===== config.mk =====
export PLATFORM = sky130hd
export DESIGN_NAME = emif_bus
export DESIGN_NICKNAME = d
export VERILOG_FILES = /design/src/rtl/emif_pkg.sv /design/src/rtl/emif_route.sv /design/src/rtl/emif_seq.sv /design/src/rtl/emif_pins.sv /design/src/rtl/emif_bus.sv
export SDC_FILE = /design/constraint.sdc
export NUM_CORES = 1
export LEC_CHECK = 0
export BUFFER_PORTS_ARGS = -buffer_cell sky130_fd_sc_hd__buf_2
export CORE_MARGIN = 1
export CORE_UTILIZATION = 41
export DETAILED_ROUTE_END_ITERATION = 7
export PLACE_DENSITY = 0.75
export SLEW_MARGIN = 20
export SYNTH_ARGS = -nofsm -noshare
export SYNTH_HDL_FRONTEND = slang
export SYNTH_SLANG_ARGS = --single-unit

===== constraint.sdc =====
create_clock -name clk -period 1.7 [get_ports clk]
set_input_delay 0.085 -clock clk [delete_from_list [all_inputs] [get_ports clk]]
set_output_delay 0.085 -clock clk [all_outputs]
set_load 0.02 [all_outputs]

===== src/rtl/emif_pkg.sv =====
package emif_pkg;
  typedef enum logic [1:0] {
    MM_ONCHIP     = 2'd0,
    MM_SPLIT      = 2'd1,
    MM_SPLIT_BANK = 2'd2,
    MM_OFFCHIP    = 2'd3
  } memmode_e;

  typedef enum logic [2:0] {
    ST_IDLE,
    ST_ONACC,
    ST_ONWAIT,
    ST_ALE,
    ST_SETUP,
    ST_STROBE,
    ST_HOLD
  } phase_e;

  localparam int unsigned AW = 16;
  localparam int unsigned DW = 8;
endpackage


===== src/rtl/emif_route.sv =====
module emif_route
  import emif_pkg::*;
#(
  parameter int unsigned ONCHIP_BYTES = 2048
) (
  input  logic [1:0]    mode,
  input  logic [AW-1:0] addr,
  input  logic [DW-1:0] page,
  output logic          on_chip,
  output logic [DW-1:0] hi_byte
);
  logic below;

  assign below = ({1'b0, addr} < (AW+1)'(ONCHIP_BYTES));

  always_comb begin
    unique case (memmode_e'(mode))
      MM_ONCHIP:  on_chip = 1'b1;
      MM_OFFCHIP: on_chip = 1'b0;
      default:    on_chip = below;
    endcase
    hi_byte = (memmode_e'(mode) == MM_SPLIT) ? page : addr[AW-1:AW-DW];
  end
endmodule


===== src/rtl/emif_seq.sv =====
module emif_seq
  import emif_pkg::*;
#(
  parameter int unsigned CNT_W = 4
) (
  input  logic             clk,
  input  logic             rst_n,
  input  logic             req,
  input  logic             on_chip,
  input  logic             mux,
  input  logic [CNT_W-1:0] t_ale,
  input  logic [CNT_W-1:0] t_setup,
  input  logic [CNT_W-1:0] t_pulse,
  input  logic [CNT_W-1:0] t_hold,
  output phase_e           state,
  output logic             accept,
  output logic             strobe_end,
  output logic             finish
);
  phase_e           st_q, st_d;
  logic [CNT_W-1:0] cnt_q, cnt_d;
  logic             last;

  assign last   = (cnt_q == '0);
  assign accept = (st_q == ST_IDLE) && req;
  assign state  = st_q;

  always_comb begin
    st_d       = st_q;
    cnt_d      = cnt_q;
    strobe_end = 1'b0;
    finish     = 1'b0;
    unique case (st_q)
      ST_IDLE: begin
        if (req) begin
          if (on_chip) begin
            st_d = ST_ONACC;
          end else if (mux) begin
            st_d  = ST_ALE;
            cnt_d = t_ale;
          end else begin
            st_d  = ST_SETUP;
            cnt_d = t_setup;
          end
        end
      end
      ST_ONACC:  st_d = ST_ONWAIT;
      ST_ONWAIT: begin
        st_d   = ST_IDLE;
        finish = 1'b1;
      end
      ST_ALE: begin
        if (last) begin
          st_d  = ST_SETUP;
          cnt_d = t_setup;
        end else begin
          cnt_d = cnt_q - 1'b1;
        end
      end
      ST_SETUP: begin
        if (last) begin
          st_d  = ST_STROBE;
          cnt_d = t_pulse;
        end else begin
          cnt_d = cnt_q - 1'b1;
        end
      end
      ST_STROBE: begin
        if (last) begin
          st_d       = ST_HOLD;
          cnt_d      = t_hold;
          strobe_end = 1'b1;
        end else begin
          cnt_d = cnt_q - 1'b1;
        end
      end
      ST_HOLD: begin
        if (last) begin
          st_d   = ST_IDLE;
          finish = 1'b1;
        end else begin
          cnt_d = cnt_q - 1'b1;
        end
      end
      default: st_d = ST_IDLE;
    endcase
  end

  always_ff @(posedge clk or negedge rst_n) begin
    if (!rst_n) begin
      st_q  <= ST_IDLE;
      cnt_q <= '0;
    end else begin
      st_q  <= st_d;
      cnt_q <= cnt_d;
    end
  end
endmodule


===== src/rtl/emif_pins.sv =====
module emif_pins
  import emif_pkg::*;
(
  input  phase_e        state,
  input  logic          mux,
  input  logic          wr,
  input  logic [DW-1:0] a_lo,
  input  logic [DW-1:0] a_hi,
  input  logic [DW-1:0] wd,
  input  logic [DW-1:0] lat_ad,
  input  logic [DW-1:0] lat_alo,
  input  logic [DW-1:0] lat_ahi,
  input  logic [2:0]    lat_ctl,
  output logic          own,
  output logic [DW-1:0] ad_out,
  output logic          ad_oe,
  output logic [DW-1:0] alo_out,
  output logic [DW-1:0] ahi_out,
  output logic          ale_out,
  output logic          rd_n_out,
  output logic          wr_n_out
);
  logic in_ale, in_strobe;

  assign in_ale    = (state == ST_ALE);
  assign in_strobe = (state == ST_STROBE);
  assign own       = (state == ST_ALE) || (state == ST_SETUP) ||
                     (state == ST_STROBE) || (state == ST_HOLD);

  always_comb begin
    ad_out   = lat_ad;
    ad_oe    = 1'b1;
    alo_out  = lat_alo;
    ahi_out  = lat_ahi;
    ale_out  = lat_ctl[2];
    rd_n_out = lat_ctl[1];
    wr_n_out = lat_ctl[0];
    if (own) begin
      rd_n_out = ~(in_strobe & ~wr);
      wr_n_out = ~(in_strobe & wr);
      ahi_out  = a_hi;
      if (mux) begin
        ale_out = in_ale;
      end else begin
        alo_out = a_lo;
      end
      if (mux && in_ale) begin
        ad_out = a_lo;
      end else if (wr) begin
        ad_out = wd;
      end else begin
        ad_oe  = 1'b0;
      end
    end
  end
endmodule


===== src/rtl/emif_bus.sv =====
module emif_bus
  import emif_pkg::*;
#(
  parameter int unsigned ONCHIP_BYTES = 2048,
  parameter int unsigned CNT_W        = 4
) (
  input  logic                            clk,
  input  logic                            rst_n,
  input  logic                            cfg_mux,
  input  logic [1:0]                      cfg_mode,
  input  logic [CNT_W-1:0]                cfg_ale,
  input  logic [CNT_W-1:0]                cfg_setup,
  input  logic [CNT_W-1:0]                cfg_pulse,
  input  logic [CNT_W-1:0]                cfg_hold,
  input  logic [7:0]                      cfg_page,
  input  logic                            req,
  input  logic [15:0]                     addr,
  input  logic                            we,
  input  logic [7:0]                      wdata,
  output logic                            done,
  output logic [7:0]                      rdata,
  output logic                            ram_en,
  output logic                            ram_we,
  output logic [$clog2(ONCHIP_BYTES)-1:0] ram_addr,
  output logic [7:0]                      ram_wdata,
  input  logic [7:0]                      ram_rdata,
  input  logic [7:0]                      lat_ad,
  input  logic [7:0]                      lat_alo,
  input  logic [7:0]                      lat_ahi,
  input  logic [2:0]                      lat_ctl,
  output logic [7:0]                      ad_out,
  output logic                            ad_oe,
  input  logic [7:0]                      ad_in,
  output logic [7:0]                      alo_out,
  output logic [7:0]                      ahi_out,
  output logic                            ale_out,
  output logic                            rd_n_out,
  output logic                            wr_n_out
);
  localparam int unsigned RAW = $clog2(ONCHIP_BYTES);

  logic [1:0]    rst_sync;
  logic          rst_int_n;
  logic          on_chip;
  logic [DW-1:0] hi_byte;
  phase_e        state;
  logic          accept, strobe_end, finish, own;
  logic [AW-1:0] addr_q;
  logic [DW-1:0] hi_q, wd_q, rdata_q, rdata_d;
  logic          we_q, mux_q, done_q;

  always_ff @(posedge clk or negedge rst_n) begin
    if (!rst_n) rst_sync <= 2'b00;
    else        rst_sync <= {rst_sync[0], 1'b1};
  end
  assign rst_int_n = rst_sync[1];

  emif_route #(.ONCHIP_BYTES(ONCHIP_BYTES)) u_route (
    .mode(cfg_mode), .addr(addr), .page(cfg_page),
    .on_chip(on_chip), .hi_byte(hi_byte)
  );

  emif_seq #(.CNT_W(CNT_W)) u_seq (
    .clk(clk), .rst_n(rst_int_n), .req(req), .on_chip(on_chip), .mux(cfg_mux),
    .t_ale(cfg_ale), .t_setup(cfg_setup), .t_pulse(cfg_pulse), .t_hold(cfg_hold),
    .state(state), .accept(accept), .strobe_end(strobe_end), .finish(finish)
  );

  emif_pins u_pins (
    .state(state), .mux(mux_q), .wr(we_q),
    .a_lo(addr_q[DW-1:0]), .a_hi(hi_q), .wd(wd_q),
    .lat_ad(lat_ad), .lat_alo(lat_alo), .lat_ahi(lat_ahi), .lat_ctl(lat_ctl),
    .own(own), .ad_out(ad_out), .ad_oe(ad_oe), .alo_out(alo_out),
    .ahi_out(ahi_out), .ale_out(ale_out), .rd_n_out(rd_n_out), .wr_n_out(wr_n_out)
  );

  always_comb begin
    rdata_d = rdata_q;
    if (strobe_end && !we_q)                 rdata_d = ad_in;
    else if (state == ST_ONWAIT && !we_q)    rdata_d = ram_rdata;
  end

  always_ff @(posedge clk or negedge rst_int_n) begin
    if (!rst_int_n) begin
      addr_q  <= '0;
      hi_q    <= '0;
      wd_q    <= '0;
      we_q    <= 1'b0;
      mux_q   <= 1'b0;
      rdata_q <= '0;
      done_q  <= 1'b0;
    end else begin
      if (accept) begin
        addr_q <= addr;
        hi_q   <= hi_byte;
        wd_q   <= wdata;
        we_q   <= we;
        mux_q  <= cfg_mux;
      end
      rdata_q <= rdata_d;
      done_q  <= finish;
    end
  end

  assign done      = done_q;
  assign rdata     = rdata_q;
  assign ram_en    = (state == ST_ONACC);
  assign ram_we    = (state == ST_ONACC) && we_q;
  assign ram_addr  = addr_q[RAW-1:0];
  assign ram_wdata = wd_q;
endmodule


Word-level counts from Yosys, hierarchy flattened
Index checks and enable logic that the tools add are counted.
- magnitude comparators: 1
- add/subtract/negate cells: 1
- reductions and logical operators: 16
- shift-type cells: 0
- eq/ne operators: 15
- $mul: 0
- div/mod/pow operators: 0
- bitwise operators: 5
- mux-type cells: 36
- operators by type and width (kind ; count):
    two-way mux 8 bit ; 9
    two-way mux 4 bit ; 7
    two-way mux 3 bit ; 7
    one-hot mux 4 bit (5 select lines) ; 1
    one-hot mux 3 bit (6 select lines) ; 1
    < comparator 16 x 12 -> 1 bit, second input constant ; 1
    != test 2 bit, second input constant ; 7
    equality test 3 bit, second input constant ; 3
    two-way mux 1 bit ; 9
    equality test 3 x 2 -> 1 bit, second input constant ; 2
    logical AND 1 bit ; 5
    AND reduction 5 bit ; 1
    nonzero test 5 bit ; 1
    zero test 4 bit ; 1
    one-hot mux 1 bit (2 select lines) ; 2
    AND reduction 4 bit ; 1
    subtractor 4 x 1 -> 4 bit, second input constant ; 1
    equality test 3 x 1 -> 1 bit, second input constant ; 1
    zero test 3 bit ; 1
    logical OR 1 bit ; 3
    NOT 1 bit ; 3
    bitwise AND 1 bit ; 2
    equality test 2 x 1 -> 1 bit, second input constant ; 1
    equality test 2 bit, second input constant ; 1
    other kinds (3) ; 3
- output and inout bits: 58
- flip-flop bits (word level): 47
- bits in writable memories: 0
- memories: 0
- input port bits: 98
- latch bits: 0
- bits in read-only memories: 0
- logic and storage cells: 84

Depth between registers and ports, before layout
- word-level depth: 5
- depth in mapped cells: 8
- gate-level depth less buffers: 7

Modules after synthesis
A second synthesis with hierarchy kept.
- cells, all modules: 267
- area, all modules: 3113.0 µm²
- modules (own cells, without submodules) (module ; instances ; sequential area each (µm²) ; cells an instance ; area each (µm²)):
    emif_bus ; 1 ; 1001.0 ; 95 ; 1581.5
    emif_seq ; 1 ; 175.2 ; 99 ; 803.3
    emif_pins ; 1 ; 0.0 ; 57 ; 570.5
    emif_route ; 1 ; 0.0 ; 16 ; 157.7

Worst setup path before layout
OpenSTA, ideal clock, no wires.
- kind: reg2out
- start point: register u_seq.st_q[0], in the netlist u_seq.state[0]
- end point: output ram_we
- path buffers: 2
- arrival: 1.899 ns
- data required time: 1.615 ns
- cell stages (with the launch flop): 5
- slack: -0.284 ns
- cell sequence: dfrtp_1 -> buf_1 -> clkbuf_1 -> nor3b_1 -> and2_1
- word-level cells in the longest chain between the ends: 2
- ends and longest elaborated chain (what ; RTL line ; source):
    from (decl) ; emif_seq.sv:20 ; phase_e st_q, st_d;
    from (signal assigned) ; emif_seq.sv:94 ; st_q <= st_d;
    equality test 3 x 1 -> 1 bit ; - ;
    net ram_en ; emif_bus.sv:22 ; output logic ram_en,
    logical AND 1 bit ; emif_bus.sv:108 ; assign ram_we = (state == ST_ONACC) && we_q;
    to (decl) ; emif_bus.sv:23 ; output logic ram_we,
The timed path passes the listed nets, and every way through them passes these cells.

Final worst setup path
- start point: register u_seq.st_q[1], in the netlist u_seq.state[1]
- end point: register u_seq.cnt_q[0]
- word-level cells in the longest chain between the ends: 3
- elaborated cells between the ends (all ways): 11
- those cells by class: 7 x eq/ne; 1 x mux; 3 x reduce/logical
- ends and longest elaborated chain (what ; RTL line ; source):
    equality test 3 bit, or another cell as far along ; emif_seq.sv:33 ; unique case (st_q)
    nonzero test 5 bit (no line) / != test 2 bit (equally long branches) ; - ;
    AND reduction 4 bit (no line) ; - ;
    to (signal assigned) ; emif_seq.sv:95 ; cnt_q <= cnt_d;
    to (decl) ; emif_seq.sv:21 ; logic [CNT_W-1:0] cnt_q, cnt_d;
Several ways; a longest one is shown, not always the timed one.
A chain may end at the register's enable or synchronous reset.

==> summary.md <==
| Metric | Value |
|---|---|
| Hold Crit Class | primary input to flip-flop |
| DRT Wirelength | between 8000 and 9000 um |
| Tcrit/Tclk final | 111.6% |
| Die height | 85.64 um |
| DR pass1 iterations | 4 |
| Status | finished, violations left |
| Global-route wire length before repair | 12790 um |
| Via/cell ratio | around 5.2 |
| Initial antenna violation count | 0 |
| WS Path Type | flip-flop to flip-flop |
| Layout net count | 569 |
| CTS tree | built |
| Clk root buf | clkbuf_8 |
| Fmax | 527.1 MHz |
| Detailed router's first-iteration violation count | 97 |
| Die Width | 85.64 um |
| # setup viols final | 50 |
| Reg area | 1177 um^2 |
| Worst-Skew Late Latency | 0.30 ns |
| Leading cell type in the layout, fill and taps excluded | buf_2 |
| Top_reg_cell synth | dfrtp_1 |
| Clk pin slew, worst setup/hold paths | 0.09 ns |
| EDFF count, synth | 0 |
| Setup Skew | 0.01027 ns |
| Max Cap Viol | 0 |
| Leak | 0.002258 uW |
| Layout fillers | 566 |
| Failing checks | setup timing |
| Synth top area share | between 40% and 50% |
| Arrival time worst endpoint | 2.11 ns |
| Clock share of power | 8.6% |
| Post-synthesis cell area | 2868 um^2 |
| Avg Cell Area, Syn | 9.957 um^2 |
| Leading area contributor after synthesis | dfrtp_1 |
| Synth Register Bits | 47 |
| Worst flop-to-flop path startpoint | u_seq.state[1] |
| Net Count, Synth | 390 |
| Worst Hold Endpoint | we_q |
| Multi-input gate area | 1718 um^2 |
| DRC | 0 |
| Critical path startpoint category | flip-flop |
| Tmin final | roughly 1.9 ns |
| Starting Density | a little over two fifths |
| Area delta synth->final | 52.31% |
| HPWL Detailed | 5725 um |
| Fraction of layout instances using a drive strength above 1 | 55.98% |
| All-Layer GR Usage | 22.17% |
| Net switching power | around 3600 uW |
| CTS Buf Count | 5 |
| Commonest non-fill, non-tap cells in the layout | buf_2, dfrtp_1, nand2_1 |
| Cell count after synthesis | about 290 |
| Seq/Total Area, Yosys | 41.01% |
| Final Hold Vio Count | 0 |
| Max VDD drop | 0.001181 V |
| Placed insts | roughly 530 |
| Hold depth | 2 |
| Final global-route overflow total | 0 |
| Crit. End Element | flip-flop |
| Vias in the first global route | 2788 |
| CP startpoint | u_seq.state[1] |
| Num rows | 30 |
| Largest net degree at the start of global routing | 40 |
| Port Buffers | 155 |
| Ys Warns | 0 |
| Share of total power in combinational logic | 66.2% |
| Reg power frac | roughly a quarter |
| Drt wl/cell | 15.10 um |
| Top-level I/O count | 156 |
| P_int | between 4000 and 5000 uW |
| Overall power | 8259 uW |
| Count of different cell masters after synthesis | 45 |
| Pwr Density | ~1900 nW/um^2 |
| DRT antenna net count | 0 |
| Clock tree buffer depth | 2 |
| Final Max Tran Viols | 0 |
| R2R Setup Slk | -0.20 ns |
| Largest cells by area after synthesis | dfrtp_1, mux2_2, mux2i_1 |
| Total clock sinks | 47 |
| Setup ws final | -0.1973 ns |
| Total inserted antenna cells | 0 |
| FFs w/ async S/R, synth | 100.0% |
| Core box area | 6756 um^2 |
| H-tree depth | 2 |
| Worst hold start | we |
| Fin cells | 548 |
| R2R depth | 6 |
| Required time of the worst setup path | 1.91 ns |
| Die area | 7333 um^2 |
| Worst-path fanout max | 6 |
| Sw frac | 44.11% |
| Reg-to-Reg End | u_seq.cnt_q[0] |
| Routed vias | 2873 |
| RSZ-0062 raised after global routing | yes |
| GPL Wtd Cong | 0.8846 |
layer usage:
metal,part of all wire (%),global-route usage [%]
met3,5.2,4.524
met5,0,0
met4,2.1,8.939
met1,42,26.49
met2,51,39.05
cell usage after synthesis (5+ instances only):
cell and number:
a21o_1 6, a21oi_1 10, a22o_1 5, buf_1 5, clkbuf_1 11, dfrtp_1 47, inv_1 5, mux2_2 39
mux2i_1 24, nand2_1 34, nand2b_1 5, nor2_1 13, nor2b_1 6, o21ai_0 25
how the worst max path moves through the flow:
stage,slack [ns],depth (start not counted),endpoint
5_1_grt,-0.28,8,ad_out[7]
3_5_place_dp,-0.07,5,u_seq.cnt_q[0]
3_3_place_gp,-0.02,7,alo_out[4]
4_1_cts,-0.22,7,alo_out[0]
6_report,-0.20,6,u_seq.cnt_q[0]
2_1_floorplan,-0.19,6,u_seq.cnt_q[3]
cell type report:
class	count	share of cell area, %
Multi-Input combinational cell	215	39.33
Timing Repair Buffer	193	28.90
Sequential cell	47	26.96
Tap cell	80	2.292
Clock buffer	7	1.977
Inverter	5	0.4297
Clock inverter	1	0.1146
critical path, cell delays in order (launching register included):
cell and delay (ns):
dfrtp_1 0.40, buf_4 0.14, or4b_1 0.59, a211oi_2 0.20, o21ai_2 0.10, buf_4 0.16, o31ai_2 0.23
per-stage QoR:
step           hold WS, ns  setup TNS (ns)  cell area [um^2]  worst slack (ns)  utilization [%]
6_report           0.01317          -5.916              4368           -0.1973            64.65
5_1_grt           0.003374          -9.396              4368           -0.2782            64.65
4_1_cts           0.006128          -7.201              4230           -0.2206            62.61
3_5_place_dp       -0.1254         -0.5590              3899          -0.07398            57.70
3_3_place_gp       -0.1287         -0.1681              3899          -0.02096            57.70
2_1_floorplan      -0.2106          -2.376              2912           -0.1888                -
power by group through the flow:
| stage | combinational (uW) | sequential, uW | clock (uW) |
|---|---|---|---|
| floorplan | 2790 | 2360 | 0 |
| CTS | 5150 | 2070 | 728 |
| global route | 5830 | 2150 | 771 |
| finish | 5470 | 2080 | 710 |
| detailed placement | 4550 | 2060 | 0 |
| global placement | 4440 | 2050 | 0 |
sequential cells by signal, indices dropped and copies added (netlist names):
register	count
rst_sync	2
u_seq.cnt_q	4
u_seq.state	3
done	1
ram_wdata	8
rdata	8
hi_q	8
addr_q	11
we_q	1
mux_q	1
kinds of logic after synthesis:
group,synth area share [%]
fa+ha+maj,1.745
simple gates,13.61
buf+inv,3.840
xor+xnor,1.178
mux,23.69
compound gates,14.79
flops,41.01
other cells,0.1308
timing repair:
action,CTS,global route
gates cloned,2,1
hold endpoints to repair,5,0
setup buffers,2,4
resized for setup,53,21
pin swaps,6,4
hold buffers,4,0
endpoints found under the setup margin,31,67
(Power assumes the default switching activity.)
